<file path="src/rtl/serial_port.sv">
module serial_port #(
  parameter int M0_DIV = 12,
  parameter int OVS    = 16
) (
  input  logic       clk,
  input  logic       rst_n,
  input  logic       reg_wr,
  input  logic       reg_sel,
  input  logic [7:0] reg_wdata,
  output logic [7:0] ctl_q,
  output logic [7:0] rbuf_q,
  output logic       rb8,
  input  logic       tmr_ovf,
  input  logic       rxd_in,
  output logic       rxd_out,
  output logic       rxd_oe,
  output logic       txd,
  output logic       irq
);
  localparam int CW   = $clog2(M0_DIV);
  localparam int TKW  = $clog2(OVS);
  localparam int HALF = M0_DIV / 2;
  localparam int MID  = OVS / 2;

  logic [7:0] ctl;
  logic [1:0] mode;
  logic ren, dbl, tx8, ien, ti, ri, nine, is_async, wr_ctl, wr_dat;
  assign mode = ctl[1:0];
  assign ren = ctl[2];
  assign dbl = ctl[3];
  assign tx8 = ctl[4];
  assign ien = ctl[5];
  assign ti = ctl[6];
  assign ri = ctl[7];
  assign nine = mode[1];
  assign is_async = (mode != 2'd0);
  assign wr_ctl = reg_wr & ~reg_sel;
  assign wr_dat = reg_wr & reg_sel;

  logic [1:0] div;
  logic tick;
  logic [3:0] last_bit;
  assign tick = (mode == 2'd2) ? (dbl ? div[0] : &div) : tmr_ovf;
  assign last_bit = nine ? 4'd10 : 4'd9;

  always_ff @(posedge clk or negedge rst_n)
    if (!rst_n) div <= '0;
    else        div <= div + 2'd1;

  // synchronous shift engine (mode 0)
  logic m0_busy, m0_tx;
  logic [CW-1:0] m0_ph;
  logic [2:0] m0_bit;
  logic [7:0] m0_sh;
  logic m0_end, m0_rise, m0_start_rx, m0_ri, m0_ti;
  assign m0_end  = m0_busy && (m0_ph == CW'(M0_DIV - 1));
  assign m0_rise = m0_busy && (m0_ph == CW'(HALF));
  assign m0_start_rx = !is_async && ren && !ri && !m0_busy && !wr_dat;
  assign m0_ri = !is_async && ren && m0_busy && !m0_tx && (m0_bit == 3'd7) && (m0_ph == CW'(HALF + 1));
  assign m0_ti = m0_end && m0_tx && (m0_bit == 3'd7);

  always_ff @(posedge clk or negedge rst_n)
    if (!rst_n) begin
      m0_busy <= 1'b0; m0_tx <= 1'b0; m0_ph <= '0; m0_bit <= '0; m0_sh <= '0;
    end else if (!is_async && wr_dat) begin
      m0_busy <= 1'b1; m0_tx <= 1'b1; m0_ph <= '0; m0_bit <= '0; m0_sh <= reg_wdata;
    end else if (m0_start_rx) begin
      m0_busy <= 1'b1; m0_tx <= 1'b0; m0_ph <= '0; m0_bit <= '0;
    end else if (m0_busy) begin
      if (m0_end) begin
        m0_ph <= '0;
        if (m0_bit == 3'd7) m0_busy <= 1'b0;
        else                m0_bit <= m0_bit + 3'd1;
        if (m0_tx) m0_sh <= {1'b1, m0_sh[7:1]};
      end else begin
        m0_ph <= m0_ph + CW'(1);
      end
      if (!m0_tx && m0_rise) m0_sh <= {rxd_in, m0_sh[7:1]};
    end

  // asynchronous transmitter
  logic tx_busy;
  logic [10:0] tx_sh;
  logic [3:0] tx_bit;
  logic [TKW-1:0] tx_tk;
  logic tx_step, a_ti;
  assign tx_step = tx_busy && tick && (tx_tk == TKW'(OVS - 1));
  assign a_ti = tx_step && (tx_bit == last_bit - 4'd1);

  always_ff @(posedge clk or negedge rst_n)
    if (!rst_n) begin
      tx_busy <= 1'b0; tx_sh <= '1; tx_bit <= '0; tx_tk <= '0;
    end else if (is_async && wr_dat) begin
      tx_busy <= 1'b1; tx_bit <= '0; tx_tk <= '0;
      tx_sh <= {1'b1, nine ? tx8 : 1'b1, reg_wdata, 1'b0};
    end else if (tx_busy && tick) begin
      tx_tk <= tx_tk + TKW'(1);
      if (tx_step) begin
        tx_sh <= {1'b1, tx_sh[10:1]};
        if (tx_bit == last_bit) tx_busy <= 1'b0;
        else                    tx_bit <= tx_bit + 4'd1;
      end
    end

  // asynchronous receiver, 16x oversampled with 2-of-3 vote
  logic rx_q, rx_busy;
  logic [3:0] rx_bit;
  logic [TKW-1:0] rx_tk;
  logic [1:0] rx_v;
  logic [8:0] rx_sh;
  logic rx_dec, vote, a_ri;
  assign rx_dec = rx_busy && tick && (rx_tk == TKW'(MID + 1));
  assign vote = (rx_v[1] & rx_v[0]) | (rx_v[1] & rxd_in) | (rx_v[0] & rxd_in);
  assign a_ri = rx_dec && (rx_bit == last_bit) && !ri && ren;

  always_ff @(posedge clk or negedge rst_n)
    if (!rst_n) begin
      rx_q <= 1'b1; rx_busy <= 1'b0; rx_bit <= '0; rx_tk <= '0; rx_v <= '0; rx_sh <= '0;
    end else begin
      rx_q <= rxd_in;
      if (!rx_busy) begin
        if (is_async && ren && rx_q && !rxd_in) begin
          rx_busy <= 1'b1; rx_bit <= '0; rx_tk <= '0;
        end
      end else if (tick) begin
        rx_tk <= rx_tk + TKW'(1);
        if (rx_tk == TKW'(MID - 1) || rx_tk == TKW'(MID)) rx_v <= {rx_v[0], rxd_in};
        if (rx_dec) begin
          if (rx_bit == 4'd0) begin
            if (vote) rx_busy <= 1'b0;
            else      rx_bit <= 4'd1;
          end else if (rx_bit == last_bit) begin
            rx_busy <= 1'b0;
          end else begin
            rx_sh <= {vote, rx_sh[8:1]};
            rx_bit <= rx_bit + 4'd1;
          end
        end
      end
    end

  // control/status and receive buffer
  always_ff @(posedge clk or negedge rst_n)
    if (!rst_n) begin
      ctl <= '0; rbuf_q <= '0; rb8 <= 1'b0;
    end else begin
      if (wr_ctl) ctl <= reg_wdata;
      if (m0_ti || a_ti) ctl[6] <= 1'b1;
      if (m0_ri) begin
        ctl[7] <= 1'b1; rbuf_q <= m0_sh;
      end
      if (a_ri) begin
        ctl[7] <= 1'b1;
        rbuf_q <= nine ? rx_sh[7:0] : rx_sh[8:1];
        rb8 <= nine ? rx_sh[8] : vote;
      end
    end

  assign ctl_q = ctl;
  assign rxd_out = m0_sh[0];
  assign rxd_oe = !is_async && m0_busy && m0_tx;
  assign txd = !is_async ? !(m0_busy && (m0_ph < CW'(HALF))) : (tx_busy ? tx_sh[0] : 1'b1);
  assign irq = ien & (ti | ri);

  assert_ri_held_R5: assert property (@(posedge clk) disable iff (!rst_n)
    (ri && !wr_ctl) |=> ri);
  assert_rbuf_frozen_R5: assert property (@(posedge clk) disable iff (!rst_n)
    (ri && !wr_ctl) |=> $stable(rbuf_q));
  assert_ti_from_sender_R11: assert property (@(posedge clk) disable iff (!rst_n)
    ($rose(ti) && !$past(wr_ctl)) |-> $past(tx_busy || (m0_busy && m0_tx)));
  assert_ri_needs_enable_R4: assert property (@(posedge clk) disable iff (!rst_n)
    ($rose(ri) && !$past(wr_ctl)) |-> $past(ren));
  assert_no_clock_while_full_R5: assert property (@(posedge clk) disable iff (!rst_n)
    (mode == 2'd0 && ri && !m0_busy && !wr_dat) |=> txd);
endmodule

</file>
<file path="config.mk">
export PLATFORM = sky130hd
export DESIGN_NAME = serial_port
export DESIGN_NICKNAME = d
export VERILOG_FILES = /design/src/rtl/serial_port.sv
export SDC_FILE = /design/constraint.sdc
export NUM_CORES = 1
export LEC_CHECK = 0
export BUFFER_PORTS_ARGS = -buffer_cell sky130_fd_sc_hd__buf_4
export CORE_AREA = 2 2 80 90
export DETAILED_ROUTE_END_ITERATION = 8
export DIE_AREA = 0 0 82 92
export PLACE_DENSITY = 0.81
export SETUP_SLACK_MARGIN = 0.3
export SLEW_MARGIN = 20
export SYNTH_ARGS = -nofsm -noshare
export SYNTH_HDL_FRONTEND = slang
export SYNTH_SLANG_ARGS = --single-unit
</file>
<file path="constraint.sdc">
create_clock -name clk -period 2.4 [get_ports clk]
set_input_delay 0.48 -clock clk [delete_from_list [all_inputs] [get_ports clk]]
set_output_delay 0.48 -clock clk [all_outputs]
set_load 0.03 [all_outputs]
</file>
==> results.tsv <==
stage	metric	value	unit
status	status	finished, final reports clean	
clock_network	ctsLongestPathBuffers	2	
timing	drv_slew	0	
timing	final-setup-viol-count	0	
critical_path	worstReg2RegEnd	rx_bit[2]	
floorplanning	start_util	56.9	%
route	routedWlPerCell	17.2	µm
timing	rsz0062_at_grt	yes	
power	swShare	35.2	%
place	place.gp.congestion	0.898	
floorplanning	placementRows	32	
yosys	synth_top_area_cell	dfrtp_1	
critical_path	cp.required	2670	ps
power	p_sw	0.00172	W
floorplanning	die_area	7540	µm²
critical_path	worstSetupEndpoint	rx_bit[2]	
floorplanning	pin_count	35	
timing	worst_pin_slew	659	ps
yosys	syn_inst	346	
critical_path	crit_arrival	2340	ps
yosys	synth.top_cells.by_area	dfrtp_1 42%, mux2i_1 13%, dfstp_2 7.5%	
clock_network	path_clk_slew	80	ps
yosys	ys_seq_elements	76	
layout	final_util	68.4	%
yosys	synth_warnings	0	
global_routing	grtUsageTotal	24.3	%
route	drcViolationCount	0	
timing	slew_headroom	56.1	%
floorplanning	core	6730	µm²
place	hpwl	6010	µm
yosys	yosys.cell_types.count	52	
yosys	synth_edf_count	0	
route	routed_via_density	5.83	
route	drt_iter0_drc	199	
timing	min_period_over_period	86.3	%
route	ant_nets	0	
floorplanning	die_h	92	µm
critical_path	r2r_slack	330	ps
timing	tns	0	ps
clock_network	cts_sinks	76	
critical_path	cp-end-kind	flop	
global_routing	grt_pass1_wl	13900	µm
power	pwr-share-clk	26.8	%
power	power.leakage	2.30	nW
global_routing	grt_pass1_vias	2924	
clock_network	htree_levels	3	
run	cap_violations	0	
clock_network	cts_hold_buf	0	
layout	num-nets-final	421	
layout	num-fill-cells	492	
yosys	syn_nets	372	
power	power.density	1060	nW/µm²
timing	fmax	0.483	GHz
timing	period_needed	2070	ps
yosys	avgSynthCellArea	11.1	µm²
critical_path	critPathKind	flop to flop	
yosys	synth_seq_area_share	50.0	%
yosys	yosys_most_used_dff	dfrtp_1	
timing	hold_viol_final	0	
timing	setup_ws	329	ps
layout	diodes	0	
layout	drive_gt1_share	24.0	%
global_routing	gr-total-overflow	0	
power	vdd_drop_max	0.496	mV
floorplanning	die_w	82	µm
min_path	hold_class	input pin to async pin	
clock_network	numCtsBuffers	9	
power	pwr-share-comb	31.4	%
clock_network	cts_root_buf	clkbuf_8	
critical_path	worstSetupStartpoint	ctl_q[1]	
yosys	synthArstFlopShare	100	%
global_routing	antenna_found_initial	0	
place	place_ws	145	ps
route	wirelength	8330	µm
power	p_seq_share	41.8	%
timing	clock_skew	11.6	ps
clock_network	cts_tree	built	
yosys	yosysTopAreaCellShare	42.5	%
critical_path	rr_worst_depth	8	
layout	area_delta_synth_final	20.2	%
power	intPower	0.00316	W
route	first_pass_iters	4	
critical_path	r2r-start	ctl_q[1]	
place	portBuffers	34	
critical_path	crit_fanout	4	
critical_path	start_kind	flop	
clock_network	clkLatencyLatePin	350	ps
global_routing	grt_max_degree	48	
route	vias	2826	
yosys	netlist_area	3830	µm²
==> worst min-delay path by stage <==
stage               startpoint  endpoint  slack [ps]
floorplan                rst_n  ctl_q[0]         180
global placement         rst_n  m0_ph[2]         430
detailed placement       rst_n  m0_ph[2]         430
CTS                      rst_n  m0_ph[2]          50
global route             rst_n  m0_ph[2]          70
finish                   rst_n  m0_ph[2]          50
==> flip-flops by register name, summed over array words and instances, names as in the netlist, 8 cells and up <==
register  cells
rbuf_q        8
m0_sh         8
rx_sh         9
tx_sh        10
ctl_q         8
==> power groups by stage <==
stage                     Clock, W  Combinational, W  Sequential, W
after floorplan                  0          0.000884        0.00210
after global placement           0           0.00140        0.00201
after detailed placement         0           0.00148        0.00203
after CTS                  0.00132           0.00153        0.00203
after global routing       0.00137           0.00170        0.00209
final                      0.00131           0.00153        0.00204
==> timing repair <==
| item | in CTS | in global routing |
|---|---|---|
| pin swaps | 3 | 4 |
| endpoints found under the setup margin | 31 | 31 |
| cloned | 0 | 0 |
| buffers inserted | 3 | 1 |
| resized for setup | 9 | 5 |
==> layer usage <==
| layer | GRT usage [%] | share of wire [%] | vias to the layer above |
|---|---|---|---|
| met5 | 0 | 0 | - |
| met1 | 31.1 | 42 | 1399 |
| met4 | 11.7 | 3.0 | 0 |
| met2 | 39.9 | 51 | 79 |
| met3 | 3.64 | 4.4 | 19 |
| li1 | - | - | 1329 |
==> critical path, stage by stage, from the launching register on <==
cell and delay [ps]:
dfrtp_1 430, buf_4 160, or3b_4 400, a211oi_4 320, buf_4 180, a21o_1 90, o31ai_1 80, buf_4 170
a31oi_1 170
==> final cells by class <==
| type | instances | area (µm²) | area share (%) |
|---|---|---|---|
| flip-flops and latches | 76 | 1920 | 41.6 |
| multi-input cells | 242 | 1840 | 39.9 |
| repair buffers | 51 | 415 | 9.03 |
| clock inverters | 7 | 148 | 3.21 |
| clock buffers | 9 | 124 | 2.69 |
| well taps | 85 | 106 | 2.31 |
| inverters | 15 | 56.3 | 1.22 |
==> kinds of logic after synthesis <==
kind of cell    synth area share, %
compound gates                 8.82
xor+xnor                       1.60
fa+ha+maj                      4.18
buf+inv                        3.33
flops                          50.0
mux                            18.7
simple gates                   13.3
==> cells in the final DEF, fill, tap and decap left out, drive strengths merged, types with 8 or more instances in the layout <==
cell	n
a21oi	8
buf	51
clkbuf	9
dfrtp	65
dfstp	11
ha	12
inv	16
mux2	21
mux2i	48
nand2	27
nand3	17
nor2	18
o21ai	27
==> synthesized netlist by cell type, types with 8 or more instances <==
master / instances
dfstp_2: 11
nand2_1: 27
ha_1: 12
dfrtp_1: 65
inv_1: 11
o21ai_1: 24
mux2_1: 19
a21oi_1: 8
nand3_1: 17
nor2_1: 18
mux2i_1: 48
==> per-stage QoR <==
step	hold WS, ps	power (W)	instance area [µm²]	cells
after floorplan	184	0.00299	3830	346
after global placement	431	0.00342	4230	465
after detailed placement	435	0.00351	4230	465
after CTS	53.2	0.00487	4570	484
after global routing	65.9	0.00516	4600	485
final	46.5	0.00488	4600	485
(Power assumes the default switching activity.)
